$ cat config.mk
export PLATFORM = sky130hd
export DESIGN_NAME = smb_xact_decoder
export DESIGN_NICKNAME = d
export VERILOG_FILES = /design/src/rtl/smb_pkg.sv /design/src/rtl/smb_crc8.sv /design/src/rtl/smb_ptr.sv /design/src/rtl/smb_xact_decoder.sv
export SDC_FILE = /design/constraint.sdc
export NUM_CORES = 1
export LEC_CHECK = 0
export BUFFER_PORTS_ARGS = -buffer_cell sky130_fd_sc_hd__buf_4
export CAP_MARGIN = 25
export CELL_PAD_IN_SITES_DETAIL_PLACEMENT = 0
export CELL_PAD_IN_SITES_GLOBAL_PLACEMENT = 1
export CORE_ASPECT_RATIO = 0.7
export CORE_UTILIZATION = 35
export DETAILED_ROUTE_END_ITERATION = 8
export PLACE_DENSITY_LB_ADDON = 0.1
export SETUP_SLACK_MARGIN = 0.2
export SYNTH_ARGS = -nofsm -noshare
export SYNTH_HDL_FRONTEND = slang
export SYNTH_SLANG_ARGS = --single-unit
$ cat constraint.sdc
create_clock -name clk -period 3.09 [get_ports clk]
set_input_delay 0.309 -clock clk [delete_from_list [all_inputs] [get_ports clk]]
set_output_delay 0.309 -clock clk [all_outputs]
set_load 0.1 [all_outputs]
$ cat src/rtl/smb_pkg.sv
// Shared types and the CRC-8 step function for the SMBus transaction decoder.
// Assumes bytes are shifted MSB first, as on the wire.
package smb_pkg;

    localparam int AW = 16;

    typedef enum logic [3:0] {
        S_IDLE, S_ADDR, S_CMD, S_RAMD, S_EELO, S_EED, S_BWCNT, S_BWD, S_RD, S_HOLD
    } xst_t;

    typedef enum logic [1:0] {T_CNT, T_DATA, T_PEC, T_END} txp_t;

    // One byte through CRC-8, polynomial x^8+x^2+x+1
    function automatic logic [7:0] crc8_step(input logic [7:0] c, input logic [7:0] d);
        logic [7:0] r;
        r = c ^ d;
        for (int i = 0; i < 8; i++) begin
            r = r[7] ? ((r << 1) ^ 8'h07) : (r << 1);
        end
        return r;
    endfunction

endpackage

$ cat src/rtl/smb_crc8.sv
// Running CRC-8 over transaction bytes.
// Assumes clr and feed never arrive in the same cycle; clr wins if they do.
module smb_crc8 (
    input  logic       clk,
    input  logic       rst_n,
    input  logic       clr,
    input  logic       feed,
    input  logic [7:0] din,
    output logic [7:0] crc
);
    import smb_pkg::*;

    // Accumulate one byte per feed strobe
    always_ff @(posedge clk) begin
        if (!rst_n || clr) crc <= 8'h00;
        else if (feed)     crc <= crc8_step(crc, din);
    end
endmodule

$ cat src/rtl/smb_ptr.sv
// Access pointer: loadable, auto-incrementing.
// Assumes ld and inc are mutually exclusive; ld wins otherwise.
module smb_ptr #(
    parameter int W = 16
) (
    input  logic         clk,
    input  logic         rst_n,
    input  logic         ld,
    input  logic [W-1:0] ld_val,
    input  logic         inc,
    output logic [W-1:0] ptr
);
    // Load or step the pointer
    always_ff @(posedge clk) begin
        if (!rst_n)   ptr <= '0;
        else if (ld)  ptr <= ld_val;
        else if (inc) ptr <= ptr + 1'b1;
    end
endmodule

$ cat src/rtl/smb_xact_decoder.sv
// SMBus slave transaction decoder: address match, command decode, pointer,
// single and block accesses, optional PEC on block reads.
// Assumes the front end gives one-cycle strobes, samples ack_o one cycle
// after rx_vld_i, and reads tx_byte_o while no tx_adv_i is pending.
module smb_xact_decoder #(
    parameter logic [4:0] ADDR_HI  = 5'b00111,
    parameter logic [7:0] RAM_TOP  = 8'hDF,
    parameter logic [7:0] NV_LO    = 8'hF8,
    parameter logic [7:0] NV_HI    = 8'hFB,
    parameter logic [7:0] OP_BWR   = 8'hFC,
    parameter logic [7:0] OP_BRD   = 8'hFD,
    parameter logic [7:0] OP_ERS   = 8'hFE,
    parameter int         BLK_MAX  = 32
) (
    input  logic                   clk,
    input  logic                   rst_n,
    input  logic [1:0]             dev_sel_i,
    input  logic                   start_i,
    input  logic                   stop_i,
    input  logic                   rx_vld_i,
    input  logic [7:0]             rx_byte_i,
    output logic                   ack_o,
    input  logic                   tx_adv_i,
    output logic [7:0]             tx_byte_o,
    input  logic                   pec_en_i,
    output logic [smb_pkg::AW-1:0] mem_addr_o,
    output logic                   mem_we_o,
    output logic [7:0]             mem_wdata_o,
    input  logic [7:0]             rd_data_i,
    output logic                   erase_o,
    input  logic                   erase_busy_i
);
    import smb_pkg::*;

    localparam int             CW        = $clog2(BLK_MAX + 1);
    localparam logic [7:0]     BLK_B     = 8'(BLK_MAX);
    localparam logic [CW-1:0]  LAST_BEAT = CW'(BLK_MAX - 1);

    xst_t          st;
    txp_t          txp;
    logic          blk_pend, single_rd;
    logic [7:0]    hi_q;
    logic [CW-1:0] cnt_q, beat_q;
    logic [AW-1:0] ptr;
    logic [7:0]    crc;
    logic          addr_match, ptr_nv, rd_unmapped, cmd_nv;
    logic          ptr_ld, ptr_inc, crc_feed;
    logic [AW-1:0] ptr_val;

    // Address and pointer-space decode
    always_comb begin
        addr_match  = rx_byte_i[7:1] == {ADDR_HI, dev_sel_i};
        ptr_nv      = ptr[15:8] >= NV_LO && ptr[15:8] <= NV_HI;
        rd_unmapped = ptr[15:8] == 8'h00 && ptr[7:0] > RAM_TOP;
        cmd_nv      = rx_byte_i >= NV_LO && rx_byte_i <= NV_HI;
    end

    // Memory strobes driven straight from the received byte
    always_comb begin
        mem_addr_o  = ptr;
        mem_wdata_o = rx_byte_i;
        mem_we_o    = rx_vld_i && !start_i && !stop_i &&
                      (st == S_RAMD || st == S_EED || st == S_BWD);
        erase_o     = rx_vld_i && !start_i && !stop_i && st == S_CMD &&
                      rx_byte_i == OP_ERS && ptr_nv;
    end

    // Pointer load and increment requests
    always_comb begin
        ptr_ld  = 1'b0;
        ptr_val = {8'h00, rx_byte_i};
        if (rx_vld_i && !start_i && !stop_i) begin
            if (st == S_CMD && rx_byte_i <= RAM_TOP) ptr_ld = 1'b1;
            if (st == S_EELO) begin
                ptr_ld  = 1'b1;
                ptr_val = {hi_q, rx_byte_i};
            end
        end
        ptr_inc = (mem_we_o && st == S_BWD) ||
                  (tx_adv_i && !start_i && !stop_i && st == S_RD &&
                   txp == T_DATA && !single_rd);
    end

    // Transmit byte selection
    always_comb begin
        case (txp)
            T_CNT:   tx_byte_o = BLK_B;
            T_DATA:  tx_byte_o = rd_unmapped ? 8'h00 : rd_data_i;
            T_PEC:   tx_byte_o = crc;
            default: tx_byte_o = 8'hFF;
        endcase
    end

    // CRC feed: every received byte and every sent count or data byte
    always_comb begin
        crc_feed = (rx_vld_i && st != S_IDLE) ||
                   (tx_adv_i && st == S_RD && (txp == T_CNT || txp == T_DATA));
    end

    smb_ptr #(.W(AW)) u_ptr (
        .clk(clk), .rst_n(rst_n), .ld(ptr_ld), .ld_val(ptr_val),
        .inc(ptr_inc), .ptr(ptr)
    );

    smb_crc8 u_crc (
        .clk(clk), .rst_n(rst_n), .clr(start_i && st == S_IDLE),
        .feed(crc_feed), .din(rx_vld_i ? rx_byte_i : tx_byte_o), .crc(crc)
    );

    // Transaction state machine and ACK decision
    always_ff @(posedge clk) begin
        if (!rst_n) begin
            st <= S_IDLE; txp <= T_END; blk_pend <= 1'b0; single_rd <= 1'b0;
            hi_q <= 8'h00; cnt_q <= '0; beat_q <= '0; ack_o <= 1'b0;
        end else if (stop_i) begin
            st <= S_IDLE; blk_pend <= 1'b0;
        end else if (start_i) begin
            st <= S_ADDR;
            if (st == S_IDLE) blk_pend <= 1'b0;
        end else if (rx_vld_i) begin
            case (st)
                S_ADDR: begin
                    if (addr_match && !erase_busy_i) begin
                        ack_o <= 1'b1;
                        if (rx_byte_i[0]) begin
                            st        <= S_RD;
                            single_rd <= !blk_pend;
                            txp       <= blk_pend ? T_CNT : T_DATA;
                            beat_q    <= '0;
                            blk_pend  <= 1'b0;
                        end else begin
                            st <= S_CMD;
                        end
                    end else begin
                        ack_o <= 1'b0;
                        st    <= S_HOLD;
                    end
                end
                S_CMD: begin
                    ack_o <= 1'b1;
                    st    <= S_HOLD;
                    if (rx_byte_i <= RAM_TOP) st <= S_RAMD;
                    else if (cmd_nv) begin
                        hi_q <= rx_byte_i;
                        st   <= S_EELO;
                    end
                    else if (rx_byte_i == OP_BWR) st <= S_BWCNT;
                    else if (rx_byte_i == OP_BRD) blk_pend <= 1'b1;
                    else if (rx_byte_i == OP_ERS) ack_o <= ptr_nv;
                    else ack_o <= 1'b0;
                end
                S_RAMD: begin ack_o <= 1'b1; st <= S_HOLD; end
                S_EELO: begin ack_o <= 1'b1; st <= S_EED;  end
                S_EED:  begin ack_o <= 1'b1; st <= S_HOLD; end
                S_BWCNT: begin
                    if (rx_byte_i != 8'h00 && rx_byte_i <= BLK_B) begin
                        ack_o <= 1'b1;
                        cnt_q <= rx_byte_i[CW-1:0];
                        st    <= S_BWD;
                    end else begin
                        ack_o <= 1'b0;
                        st    <= S_HOLD;
                    end
                end
                S_BWD: begin
                    ack_o <= 1'b1;
                    cnt_q <= cnt_q - 1'b1;
                    if (cnt_q == CW'(1)) st <= S_HOLD;
                end
                default: ack_o <= 1'b0;
            endcase
        end else if (tx_adv_i && st == S_RD) begin
            case (txp)
                T_CNT:  txp <= T_DATA;
                T_DATA: begin
                    beat_q <= beat_q + 1'b1;
                    if (single_rd)                txp <= T_END;
                    else if (beat_q == LAST_BEAT) txp <= pec_en_i ? T_PEC : T_END;
                end
                default: txp <= T_END;
            endcase
        end
    end

    // ACK decision moves only in the cycle after a received byte
    assert_ack_hold_R1: assert property (@(posedge clk) disable iff (!rst_n)
        !rx_vld_i |=> $stable(ack_o));

    // Busy erase forces a NACK of the address phase
    assert_busy_nack_R10: assert property (@(posedge clk) disable iff (!rst_n)
        (rx_vld_i && st == S_ADDR && erase_busy_i && !start_i && !stop_i) |=> !ack_o);

    // An issued erase is always acknowledged
    assert_erase_ack_R8: assert property (@(posedge clk) disable iff (!rst_n)
        (erase_o && !start_i && !stop_i) |=> ack_o);

    // Block write remaining count stays in 1..BLK_MAX
    assert_bw_count_R5: assert property (@(posedge clk) disable iff (!rst_n)
        st == S_BWD |-> (cnt_q != '0 && cnt_q <= CW'(BLK_MAX)));

    // No write strobe while transmitting
    assert_no_write_in_read_R7: assert property (@(posedge clk) disable iff (!rst_n)
        st == S_RD |-> !mem_we_o);

    // Block read beat counter never passes the last beat while sending data
    assert_beat_bound_R6: assert property (@(posedge clk) disable iff (!rst_n)
        (st == S_RD && txp == T_DATA && !single_rd) |-> beat_q <= LAST_BEAT);

endmodule

After elaboration in Yosys (flattened, before gate mapping)
Index checks and enable logic that the tools add are counted.
{ "word_totals": {"register_bits": 53} }
{ "classes": {"add_sub_neg": 3, "magnitude_cmp": 7, "n_eq_ne": 30, "muxes": 64, "n_bitwise": 13, "n_reduce_logical": 60} }
{ "ops": {"columns": ["cell", "count"], "rows": [
  ["16-bit 2-to-1 mux", 4],
  ["6-bit 2-to-1 mux", 7],
  ["4-bit 2-to-1 mux", 7],
  ["8-bit equality test, second input constant", 3],
  ["8-bit less-or-equal comparator, second input constant", 3],
  ["3-bit 2-to-1 mux", 8],
  ["3-bit inverter", 8],
  ["4-bit case mux with 6 select lines", 1],
  ["8-bit case mux with 3 select lines", 1],
  ["1-bit 2-to-1 mux", 23],
  ["1-bit logical AND", 22],
  ["16-bit by 1-bit adder with 16-bit output, second input constant", 1],
  ["4-bit by 3-bit equality test with 1-bit output, second input constant", 4],
  ["8-bit greater-or-equal comparator, second input constant", 2],
  ["8-bit 2-to-1 mux", 2],
  ["3-bit != test, second input constant", 5],
  ["2-bit 2-to-1 mux", 7],
  ["7-bit AND reduction", 2],
  ["6-bit case mux with 2 select lines", 1],
  ["6-bit AND reduction", 2],
  ["2-bit by 1-bit != test with 1-bit output, second input constant", 5],
  ["2-bit nonzero test", 5],
  ["3-bit AND reduction", 3],
  ["9-bit AND reduction", 1],
  ["34 further kinds", 50]
]} }

Logic depth before layout (Yosys ltp)
Gate-level depths: netlist of run 1.
{ "logic_depth": {"ltp_word": 22, "ltp_mapped": 9, "mapped_depth_nobuf": 8} }

By module
Synthesis of run 1 repeated with hierarchy kept, for this count alone.
{ "unflattened": {"hier_cells": 456, "area_unflattened_um2": 3767.4} }
{ "modules_own_cells": {"columns": ["module", "n_inst", "cells_per_inst", "area_per_inst_um2", "seq_area_each_um2"], "rows": [
  ["smb_xact_decoder", 1, 301, 2248.4, 580.6],
  ["smb_ptr", 1, 99, 919.6, 320.3],
  ["smb_crc8", 1, 56, 599.3, 160.2]
]} }

Least setup slack after synthesis of run 1
Ideal clock, no wire load.
{ "synth_path": {"path_type": "input to output", "start": "input port start_i", "end": "output port mem_we_o", "arrival_time_ps": 3106, "required_time_ps": 2781, "slack_ps": -325, "stages": 5, "cell_sequence": "clkbuf_1 > nor2_1 > nand2_1 > buf_2 > nor3b_1"} }
{ "synth_via": {"elab_chain_len": 4} }
{ "synth_lines": {"columns": ["item", "line_no", "text"], "rows": [
  ["start, declared", "smb_xact_decoder.sv:18", "input logic start_i,"],
  ["1-bit zero test", "smb_xact_decoder.sv:62", "mem_we_o = rx_vld_i && !start_i && !stop_i &&"],
  ["1-bit logical AND (3 in a row)", "smb_xact_decoder.sv:62", null],
  ["end, declared", "smb_xact_decoder.sv:27", "output logic mem_we_o,"]
]} }
Every way passes these cells.

Final worst setup path of run 1
{ "layout_path": {"start": "register st[0]", "end": "output port erase_o"} }
{ "layout_via": {"elab_chain_len": 4} }
{ "layout_lines": {"columns": ["item", "line_no", "text"], "rows": [
  ["start, declared", "smb_xact_decoder.sv:39", "xst_t st;"],
  ["start signal, assigned", "smb_xact_decoder.sv:113", "st <= S_IDLE; txp <= T_END; blk_pend <= 1'b0; single_rd <= 1'b0;"],
  ["start signal, assigned", "smb_xact_decoder.sv:116", "st <= S_IDLE; blk_pend <= 1'b0;"],
  ["start signal, assigned", "smb_xact_decoder.sv:118", "st <= S_ADDR;"],
  ["4-bit by 2-bit equality test with 1-bit output", "smb_xact_decoder.sv:64", "erase_o = rx_vld_i && !start_i && !stop_i && st == S_CMD &&"],
  ["1-bit logical AND (2 in a row)", "smb_xact_decoder.sv:64", null],
  ["1-bit logical AND", "smb_xact_decoder.sv:65", "rx_byte_i == OP_ERS && ptr_nv;"],
  ["end, declared", "smb_xact_decoder.sv:30", "output logic erase_o,"]
]} }
Every way passes these cells.

==> results of run 1 <==
## layer usage
metal  global-route usage [%]  share of wire, %
met1                     33.3                53
met2                     32.9                42
met3                     3.60               4.5
met4                     4.66              0.90
met5                        0                 0
## synthesized netlist by cell type, types with 8 or more instances
cell      instances  area (um^2)
clkbuf_1         19         71.3
xnor2_1          17          149
nand3_1          14         70.1
buf_4             9         67.6
xor2_1           12          105
dfxtp_1          53         1060
nor2_1           55          206
inv_1            10         37.5
a21oi_1          45          225
nor2b_1          10         62.6
nand2_1          53          199
nor3_1           11         55.1
o21a_1            9         67.6
a31oi_1           8         50.1
a211oi_1          9         67.6
nand4_1          11         68.8
o21ai_0          46          230
## stage by stage
step	power (mW)	area, um^2	cells
5_1_grt	1.60	4410	668
3_3_place_gp	0.961	4260	660
2_1_floorplan	0.891	3740	492
3_5_place_dp	0.960	4260	660
4_1_cts	1.55	4410	668
6_report	1.54	4410	668
## power by group through the flow
| stage | Sequential, mW | Clock [mW] | Combinational, mW |
|---|---|---|---|
| floorplan | 0.706 | 0 | 0.185 |
| global placement | 0.709 | 0 | 0.253 |
| CTS | 0.692 | 0.607 | 0.253 |
| detailed placement | 0.708 | 0 | 0.251 |
| global route | 0.693 | 0.637 | 0.271 |
| finish | 0.692 | 0.594 | 0.252 |
## cell usage in the layout, fill, tap and decap left out, types with 3 or more instances in the layout
master	synthesis	layout
xnor2_1	17	17
nand4_1	11	11
nor2b_1	10	10
or3_1	3	3
xor2_1	12	12
nor4_1	5	5
and2_1	4	4
xnor3_1	3	3
nor4b_1	3	3
buf_4	9	70
nand3_1	14	14
clkbuf_16	0	5
or4_1	3	3
nor2_1	55	48
nor3b_1	6	5
a211oi_1	9	9
nand2b_1	7	7
mux2i_1	7	7
nor3_1	11	11
a21oi_1	45	45
and3_1	6	6
a22oi_1	4	4
ha_1	4	4
a31oi_1	8	8
nand2_1	53	53
a311oi_1	3	3
o31ai_1	3	3
o21a_1	9	9
nor2_2	0	6
a221oi_1	3	3
dfxtp_1	53	52
inv_1	10	10
o21ai_0	46	46
## flip-flops by register name (all words and copies together) (netlist names)
register   flops
u_ptr.ptr     16
hi_q           8
u_crc.crc      8
beat_q         6
cnt_q          6
st             4
txp            2
ack_o          1
blk_pend       1
single_rd      1
## critical path, cell delays in order, from the launching register on
cell and delay [ps]:
dfxtp_1 460, nor2_1 470, nand3_1 180, nor3_1 320
nand3_1 210, nor2_4 160, buf_4 290
## logic make-up (layout without fill, tap and decap cells)
family	count (synthesis)	count (layout)	synth area share, %
flops	53	53	28.6
mux	7	7	1.89
buf+inv	44	88	5.56
xor+xnor	34	34	9.54
simple gates	200	200	27.1
fa+ha+maj	4	4	1.35
compound gates	150	150	26.0
## final cells by class
type                            count  area, um^2
Fill cell                        1080        5910
Multi-Input combinational cell    395        2470
Sequential cell                    53        1060
Timing Repair Buffer               70         526
Tap cell                          132         165
Clock buffer                        5         125
Inverter                           10        37.5
Clock inverter                      3        21.3
## path summary, 6_finish.rpt
kind | start | to | slack [ps] | cells after the start
worst max-delay path | st[0] | erase_o | 370 | 6
worst min-delay path | start_i | st[3] | 240 | 2
worst max register to register | u_ptr.ptr[12] | u_crc.crc[0] | 590 | 7
worst min register to register | hi_q[2] | hi_q[2] | 470 | 2
==> qor.yml, run 1 <==
outcome:
  status: "complete, no violations"
cells_and_area:
  drive_above_1_share_pct: 18.1
  syn2layout_area_growth_pct: 18.8
  fin_nets: 565
  final_core_util_pct: 42.7
  n_antenna_cell: 0
timing:
  finalClockSkew_ps: 8.08
  worst_slew_pin_slew_ps: 764
  rsz0062_at_grt: "no"
  hold_ws_ps: 242
  min_period_over_period_pct: 88.0
  hold_viol: 0
  drv_slew: 0
  max_freq_ghz: 0.368
  final-setup-viol-count: 0
  setup_tns_ps: 0
  max_slew_margin_pct: 48.9
  period_needed_ps: 2720
  fin_ws_ps: 370
critical_path:
  worstSetupEndpointType: "output pin"
  worstPathRequired_ps: 2780
  startpoint_type: "flop"
  crit_type: "reg2out"
  worstPathArrival_ps: 2410
  worstPathMaxFanout: 14
placed_design:
  portBuffers: 60
  place_congestion: 0.854
  hpwl_mm: 8.41
  pre_cts_slack_ps: 613
cts:
  clock_sinks: 53
  postCtsHoldBufs: 0
  cts-buffers-inserted: 5
  clock_latency_ps: 310
  cts.clk_slew.worst_paths_ps: 80
  post_cts_resized: 0
  post_cts_buffers: 0
  cts_max_path_buffers: 2
  cts_tree: "done"
  cts-root-buf: "clkbuf_16"
  htree_levels: 2
logic_synthesis:
  syn_avg_cell_area_um2: 7.55
  yosysWarnings: 0
  synth_area_mm2: 0.00371
  synth-async-reset-ratio_pct: 0
  ys_ff_latch: 53
  syn_inst: 492
  synth_ff_type: "dfxtp_1"
  netlist-cell-type-count: 57
  synth-edff-count: 0
  yosysSeqAreaShare_pct: 28.6
  synth_nets: 522
min_path:
  hold_class: "in2reg"
grt:
  track_usage_pct: 22.1
  grt_pass1_vias: 3441
  grt_start_max_net_pins: 35
  grt_pass1_wl_mm: 19.0
  overflow: 0
  antenna_found_initial: 0
drt:
  wirelength_mm: 11.5
  vias: 3746
  drtIter0Drc: 293
  ant_nets: 0
  drt_pre_antenna_iters: 6
  drc: 0
  routedWlPerCell_um: 17.3
  avgViaCountPerCell: 5.61
power_and_ir_drop:
  peakVddDrop_mv: 0.211
  p_sw_mw: 0.453
  leakage_nw: 1.64
  power_density_mw_per_mm2: 349
  intPower_mw: 1.09
  clkPwrFrac_pct: 38.6
  p_comb_share_pct: 16.4
  p_seq_share_pct: 45.0
  p_sw_share_pct: 29.4
floorplan:
  io_pins: 61
  rows: 31
  die_w_um: 125
  initial_core_util_pct: 36.0
  coreArea_mm2: 0.0103
  die_y_um: 88.2
  die_area_mm2: 0.0110
run:
  maxCapViolCount: 0
Note: power is estimated with default switching activity, not from simulation.
==> run 2, diff against run 1 <==
- CELL_PAD_IN_SITES_DETAIL_PLACEMENT: 0 -> unset
- CELL_PAD_IN_SITES_GLOBAL_PLACEMENT: 1 -> unset
- PLACE_DENSITY_LB_ADDON: 0.1 -> unset
==> run 2 against run 1 <==
Compared with the run above: register-to-register slack better by 30 ps; critical endpoint unchanged; non-clock buffer count stayed put; critical path depth stayed put; the flow now finishes with violations (design-rule violations); total power is 4.5% higher.
==> qor.yml, run 2 (synthesis gave the netlist of run 1 again) <==
outcome:
  status: "finished, violations left"
  violations: "design-rule violations"
power_and_ir_drop:
  clkPwrFrac_pct: 41.3  # +2.7 points
  p_sw_mw: 0.420  # -7.3%
  peakVddDrop_mv: 0.183  # -13%
  p_sw_share_pct: 26.1  # -3.3 points
  p_seq_share_pct: 43.1  # -1.9 points
  leakage_nw: 1.65  # +0.85%
  power_density_mw_per_mm2: 362  # +3.9%
  intPower_mw: 1.19  # +9.5%
  p_comb_share_pct: 15.6  # -0.8 points
critical_path:
  worstPathRequired_ps: 2780  # about the same
  crit_end: "erase_o"
  startpoint_type: "flop"
  rr_worst_depth: 7  # unchanged
  crit_type: "reg2out"
  r2r_start: "txp[1]"
  worstPathMaxFanout: 14  # unchanged
  regToRegSetupSlack_ps: 620  # +30 ps
  cp-startpoint: "st[0]"
  worstPathArrival_ps: 2260  # -150 ps
  worstSetupEndpointType: "output pin"
  r2r_end: "u_crc.crc[0]"
cts:
  cts_tree: "done"
  postCtsHoldBufs: 0  # unchanged
  htree_levels: 2  # unchanged
  post_cts_resized: 0  # unchanged
  cts_max_path_buffers: 2  # unchanged
  cts-root-buf: "clkbuf_16"
  cts-buffers-inserted: 5  # unchanged
  post_cts_buffers: 0  # unchanged
  cts.clk_slew.worst_paths_ps: 70  # about the same
  clock_sinks: 53  # unchanged
  clock_latency_ps: 300  # about the same
timing:
  min_period_over_period_pct: 83.2  # -4.9 points
  max_slew_margin_pct: 43.7  # -5.1 points
  setup_tns_ps: 0  # unchanged
  worst_slew_pin_slew_ps: 840  # +76.5 ps
  rsz0062_at_grt: "no"
  hold_viol: 0  # unchanged
  period_needed_ps: 2570  # -151 ps
  max_freq_ghz: 0.389  # +5.9%
  finalClockSkew_ps: 4.29  # -3.80 ps
  final-setup-viol-count: 0  # unchanged
  drv_slew: 0  # unchanged
  hold_ws_ps: 254  # +11.9 ps
drt:
  vias: 3727  # -0.51%
  avgViaCountPerCell: 5.58  # -0.51%
  drtIter0Drc: 391  # +33%
  drc: 4  # +4
  routedWlPerCell_um: 16.5  # -4.5%
  drt_pre_antenna_iters: 7  # +1
  ant_nets: 0  # unchanged
  wirelength_mm: 11.0  # -4.5%
cells_and_area:
  final_cell_mix: "buf_4, nand2_1, dfxtp_1, nor2_1, o21ai_0"
  drive_above_1_share_pct: 17.9  # -0.19 points
  largest_registers: "u_ptr.ptr x16, hi_q x8, u_crc.crc x8"
  fin_nets: 565  # unchanged
  regMostFlops: "u_ptr.ptr"
  layout_commonest_cell: "buf_4"
  n_antenna_cell: 0  # unchanged
  syn2layout_area_growth_pct: 19.5
  largest_reg_flops: 16  # unchanged
floorplan:
  rows: 31  # unchanged
  initial_core_util_pct: 36.0  # unchanged
  coreArea_mm2: 0.0103  # unchanged
  die_w_um: 125  # unchanged
  die_y_um: 88.2  # unchanged
  die_area_mm2: 0.0110  # unchanged
  io_pins: 61  # unchanged
grt:
  grt_start_max_net_pins: 35  # unchanged
  grt_pass1_vias: 3374  # -1.9%
  track_usage_pct: 20.5  # -1.7 points
  antenna_found_initial: 0  # unchanged
  grt_pass1_wl_mm: 17.7  # -6.9%
  overflow: 0  # unchanged
placed_design:
  hpwl_mm: 8.09  # -3.8%
  place_congestion: 0.876  # +2.6%
  portBuffers: 60  # unchanged
min_path:
  hold_class: "in2reg"
run:
  maxCapViolCount: 0  # unchanged
run 2: changes by cell type in the layout (fill, tap and decap cells not counted):
cell and change:
clkbuf_1 +1, clkinvlp_4 -1, inv_6 -1, clkbuf_8 +1, bufinv_16 +1, clkinv_2 -1
run 2: worst min-delay path by stage:
stage               startpoint  endpoint  slack (ps)  cells past startpoint
floorplan              hi_q[2]   hi_q[2]         420                      2
global placement       hi_q[2]   hi_q[2]         430                      2
detailed placement     hi_q[2]   hi_q[2]         440                      2
CTS                    start_i     st[3]         240                      2
global route           start_i     st[3]         250                      2
finish                 start_i     st[3]         250                      2
run 2: layer usage:
metal	GRT usage [%]	part of all wire (%)	up-vias	wire [um]
li1	-	-	1856	-
met1	29.0	49	1727	5370
met2	31.6	44	130	4800
met3	3.42	6.1	14	674
met4	6.76	1.6	0	180
met5	0	0	-	0
run 2: power by group through the flow:
| stage | clock network (mW) | registers (mW) | logic, mW |
|---|---|---|---|
| floorplan | 0 | 0.706 | 0.185 |
| global placement | 0 | 0.708 | 0.249 |
| detailed placement | 0 | 0.708 | 0.249 |
| CTS | 0.679 | 0.692 | 0.250 |
| global route | 0.709 | 0.693 | 0.269 |
| finish | 0.664 | 0.693 | 0.251 |
run 2: cell type report:
cell class | instances | area [um^2]
Fill cell | 1020 | 5880
Multi-Input combinational cell | 395 | 2470
Sequential cell | 53 | 1060
Timing Repair Buffer | 70 | 526
Tap cell | 132 | 165
Clock buffer | 7 | 143
Inverter | 10 | 37.5
Clock inverter | 1 | 30.0
run 2: critical path: stages (launching register included):
cell and delay, ps:
dfxtp_1 460, nor2_1 390, nand3_1 160, nor3_1 310, nand3_1 200, nor2_4 150
buf_4 290
run 2: metrics by stage:
stage	power, mW	std cells	setup WS (ps)	instance area [um^2]	util [%]
after global placement	0.958	660	707	4260	41.3
final	1.61	668	521	4440	43.0
after global routing	1.67	668	350	4440	43.0
after detailed placement	0.958	660	652	4260	41.3
after CTS	1.62	668	519	4440	43.0
after floorplan	0.891	492	225	3740	-
==> run 3, diff against run 2 <==
- clock period: 3.09 -> 2.2 ns (I/O delays scaled with it)
==> run 3 against run 2 <==
Compared with the run above: the flow still finishes with violations (design-rule violations); clock skew about the same; count of clock-buffer cells in the layout increased by 1; worst setup slack worse by 500 ps; die area did not move; largest power group unchanged.
==> qor.yml, run 3 (synthesis gave the netlist of run 1 again) <==
grt:
  antenna_found_initial: 0  # unchanged
  overflow: 0  # unchanged
  grt_pass1_wl_mm: 19.4  # +9.5%
  track_usage_pct: 22.2  # +1.8 points
  grt_start_max_net_pins: 30  # -14%
  grt_pass1_vias: 3755  # +11%
critical_path:
  crit_type: "reg2reg"
  r2r_end: "u_crc.crc[1]"
  crit_end: "u_crc.crc[1]"
  slowest_stage: "xnor3_1"
  regToRegSetupSlack_ps: 20  # -600 ps
  worstPathRequired_ps: 2430  # -350 ps
  r2r_start: "u_ptr.ptr[13]"
  worstPathArrival_ps: 2410  # +150 ps
  worstSetupEndpointType: "flop"
  startpoint_type: "flop"
  crit_chain: "nor4_4 > buf_4 > a31oi_4 > buf_6 > a221oi_4 > xnor3_1 > or3_1 > a21oi_1"
  critPathMaxStageDelay_ps: 370  # -90 ps
  cp-startpoint: "u_ptr.ptr[13]"
  rr_worst_depth: 8  # +1
  worstPathMaxFanout: 3  # -11
floorplan:
  rows: 31  # unchanged
  die_area_mm2: 0.0110  # unchanged
  die_y_um: 88.2  # unchanged
  coreArea_mm2: 0.0103  # unchanged
  die_w_um: 125  # unchanged
  io_pins: 61  # unchanged
  initial_core_util_pct: 36.0  # unchanged
drt:
  drt_pre_antenna_iters: 7  # unchanged
  ant_nets: 0  # unchanged
  wirelength_mm: 12.2  # +11%
  routed.top_layer: "met4"
  avgViaCountPerCell: 5.56  # -0.27%
  routedWlPerCell_um: 16.9  # +2.3%
  wl_met1_mm: 5.95  # +11%
  drc: 6  # +2
  drtIter0Drc: 311  # -20%
  vias: 4023  # +7.9%
  met2_length_mm: 5.38  # +12%
  wl_met3_um: 727  # +7.9%
outcome:
  violations: "design-rule violations"
  status: "finished, violations left"
cts:
  cts-buffers-inserted: 5  # unchanged
  clock_latency_ps: 300  # about the same
  cts_max_path_buffers: 2  # unchanged
  cts.clk_slew.worst_paths_ps: 70  # about the same
  htree_levels: 2  # unchanged
  clock_sinks: 53  # unchanged
  cts-root-buf: "clkbuf_16"
  cts_tree: "done"
timing:
  drv_slew: 0  # unchanged
  max_slew_margin_pct: 65.4  # +22 points
  fin_ws_ps: 19.3  # -501 ps
  min_period_over_period_pct: 99.1
  rsz0062_at_grt: "yes"
  final-setup-viol-count: 0  # unchanged
  setup_tns_ps: 0  # unchanged
  max_freq_ghz: 0.459
  finalClockSkew_ps: 3.95  # -0.331 ps
  worst_slew_pin_slew_ps: 518  # -322 ps
  hold_viol: 0  # unchanged
  period_needed_ps: 2180
cells_and_area:
  layout_commonest_cell: "buf_4"
  drive_above_1_share_pct: 34.3  # +16 points
  syn2layout_area_growth_pct: 43.8
  multiInputGateArea_mm2: 0.00278  # +12%
  regMostFlops: "u_ptr.ptr"
  final_core_util_pct: 51.7  # +8.7 points
  fin_nets: 620  # +9.7%
  n_antenna_cell: 0  # unchanged
  largest_registers: "u_ptr.ptr x16, hi_q x8, u_crc.crc x8"
  fill_cells: 989  # -3.0%
  fin_area_mm2: 0.00534  # +20%
  regArea_mm2: 0.00113  # +6.5%
  largest_reg_flops: 16  # unchanged
  final_cell_mix: "buf_4, nand2_1, nor2_1, o21ai_0, a21oi_1"
run:
  maxCapViolCount: 0  # unchanged
placed_design:
  placed_area_mm2: 0.00470  # +10%
  pre_cts_slack_ps: -30.9  # -683 ps
  place_congestion: 0.908  # +3.7%
  portBuffers: 60  # unchanged
  hpwl_mm: 8.81  # +8.9%
power_and_ir_drop:
  peakVddDrop_mv: 0.256  # +40%
  power_density_mw_per_mm2: 413  # +14%
  leakage_nw: 2.06  # +25%
min_path:
  hold_class: "in2reg"
## run 3: worst max-delay path: cells and delay by family (launching register included)
family / cells / cell delay, ps
buffers and inverters: 2 / 320
DFF: 1 / 350
AOI/OAI and AO/OA: 3 / 500
and+or+nand+nor: 2 / 560
xor gates and xnor gates: 1 / 370
## run 3: cell type report
| class | count | area share [%] |
|---|---|---|
| multi-input cells | 395 | 52.1 |
| flip-flops and latches | 53 | 21.2 |
| repair buffers | 125 | 20.2 |
| well taps | 132 | 3.09 |
| clock buffers | 8 | 2.74 |
| inverters | 10 | 0.703 |
## run 3: what timing repair did
action | in CTS | in global routing
pin swaps | 17 | 21
setup buffers | 7 | 8
gates cloned | 0 | 1
hold endpoints to repair | 0 | 0
gates resized for setup | 44 | 43
hold buffers | 0 | 0
setup endpoints to repair | 17 | 46
## run 3: how the worst min path moves through the flow
stage             from       to  cells after the start
2_1_floorplan    rst_n  hi_q[0]                      1
3_3_place_gp   hi_q[2]  hi_q[2]                      2
3_5_place_dp   hi_q[2]  hi_q[2]                      2
4_1_cts        start_i    st[3]                      2
5_1_grt        start_i    st[3]                      2
6_report       start_i    st[3]                      2
## run 3: stage by stage
step                      power (mW)  cells  hold WS [ps]
final                           2.21    723           162
after global routing            2.29    723           175
after CTS                       2.21    714           162
after detailed placement        1.36    699           439
after global placement          1.36    699           437
after floorplan                 1.24    492           348
## run 3: layer usage
layer	track usage, %	vias up
li1	-	1976
met2	35.8	125
met1	31.1	1906
met5	0	-
met3	4.03	16
met4	5.21	0
## run 3: power by group
group,switching [mW],total (mW),internal (mW),leakage (nW)
clock,0.369,0.825,0.456,0.0712
combinational,0.249,0.430,0.181,1.55
sequential,0.00835,0.952,0.943,0.441
total,0.626,2.21,1.58,2.06
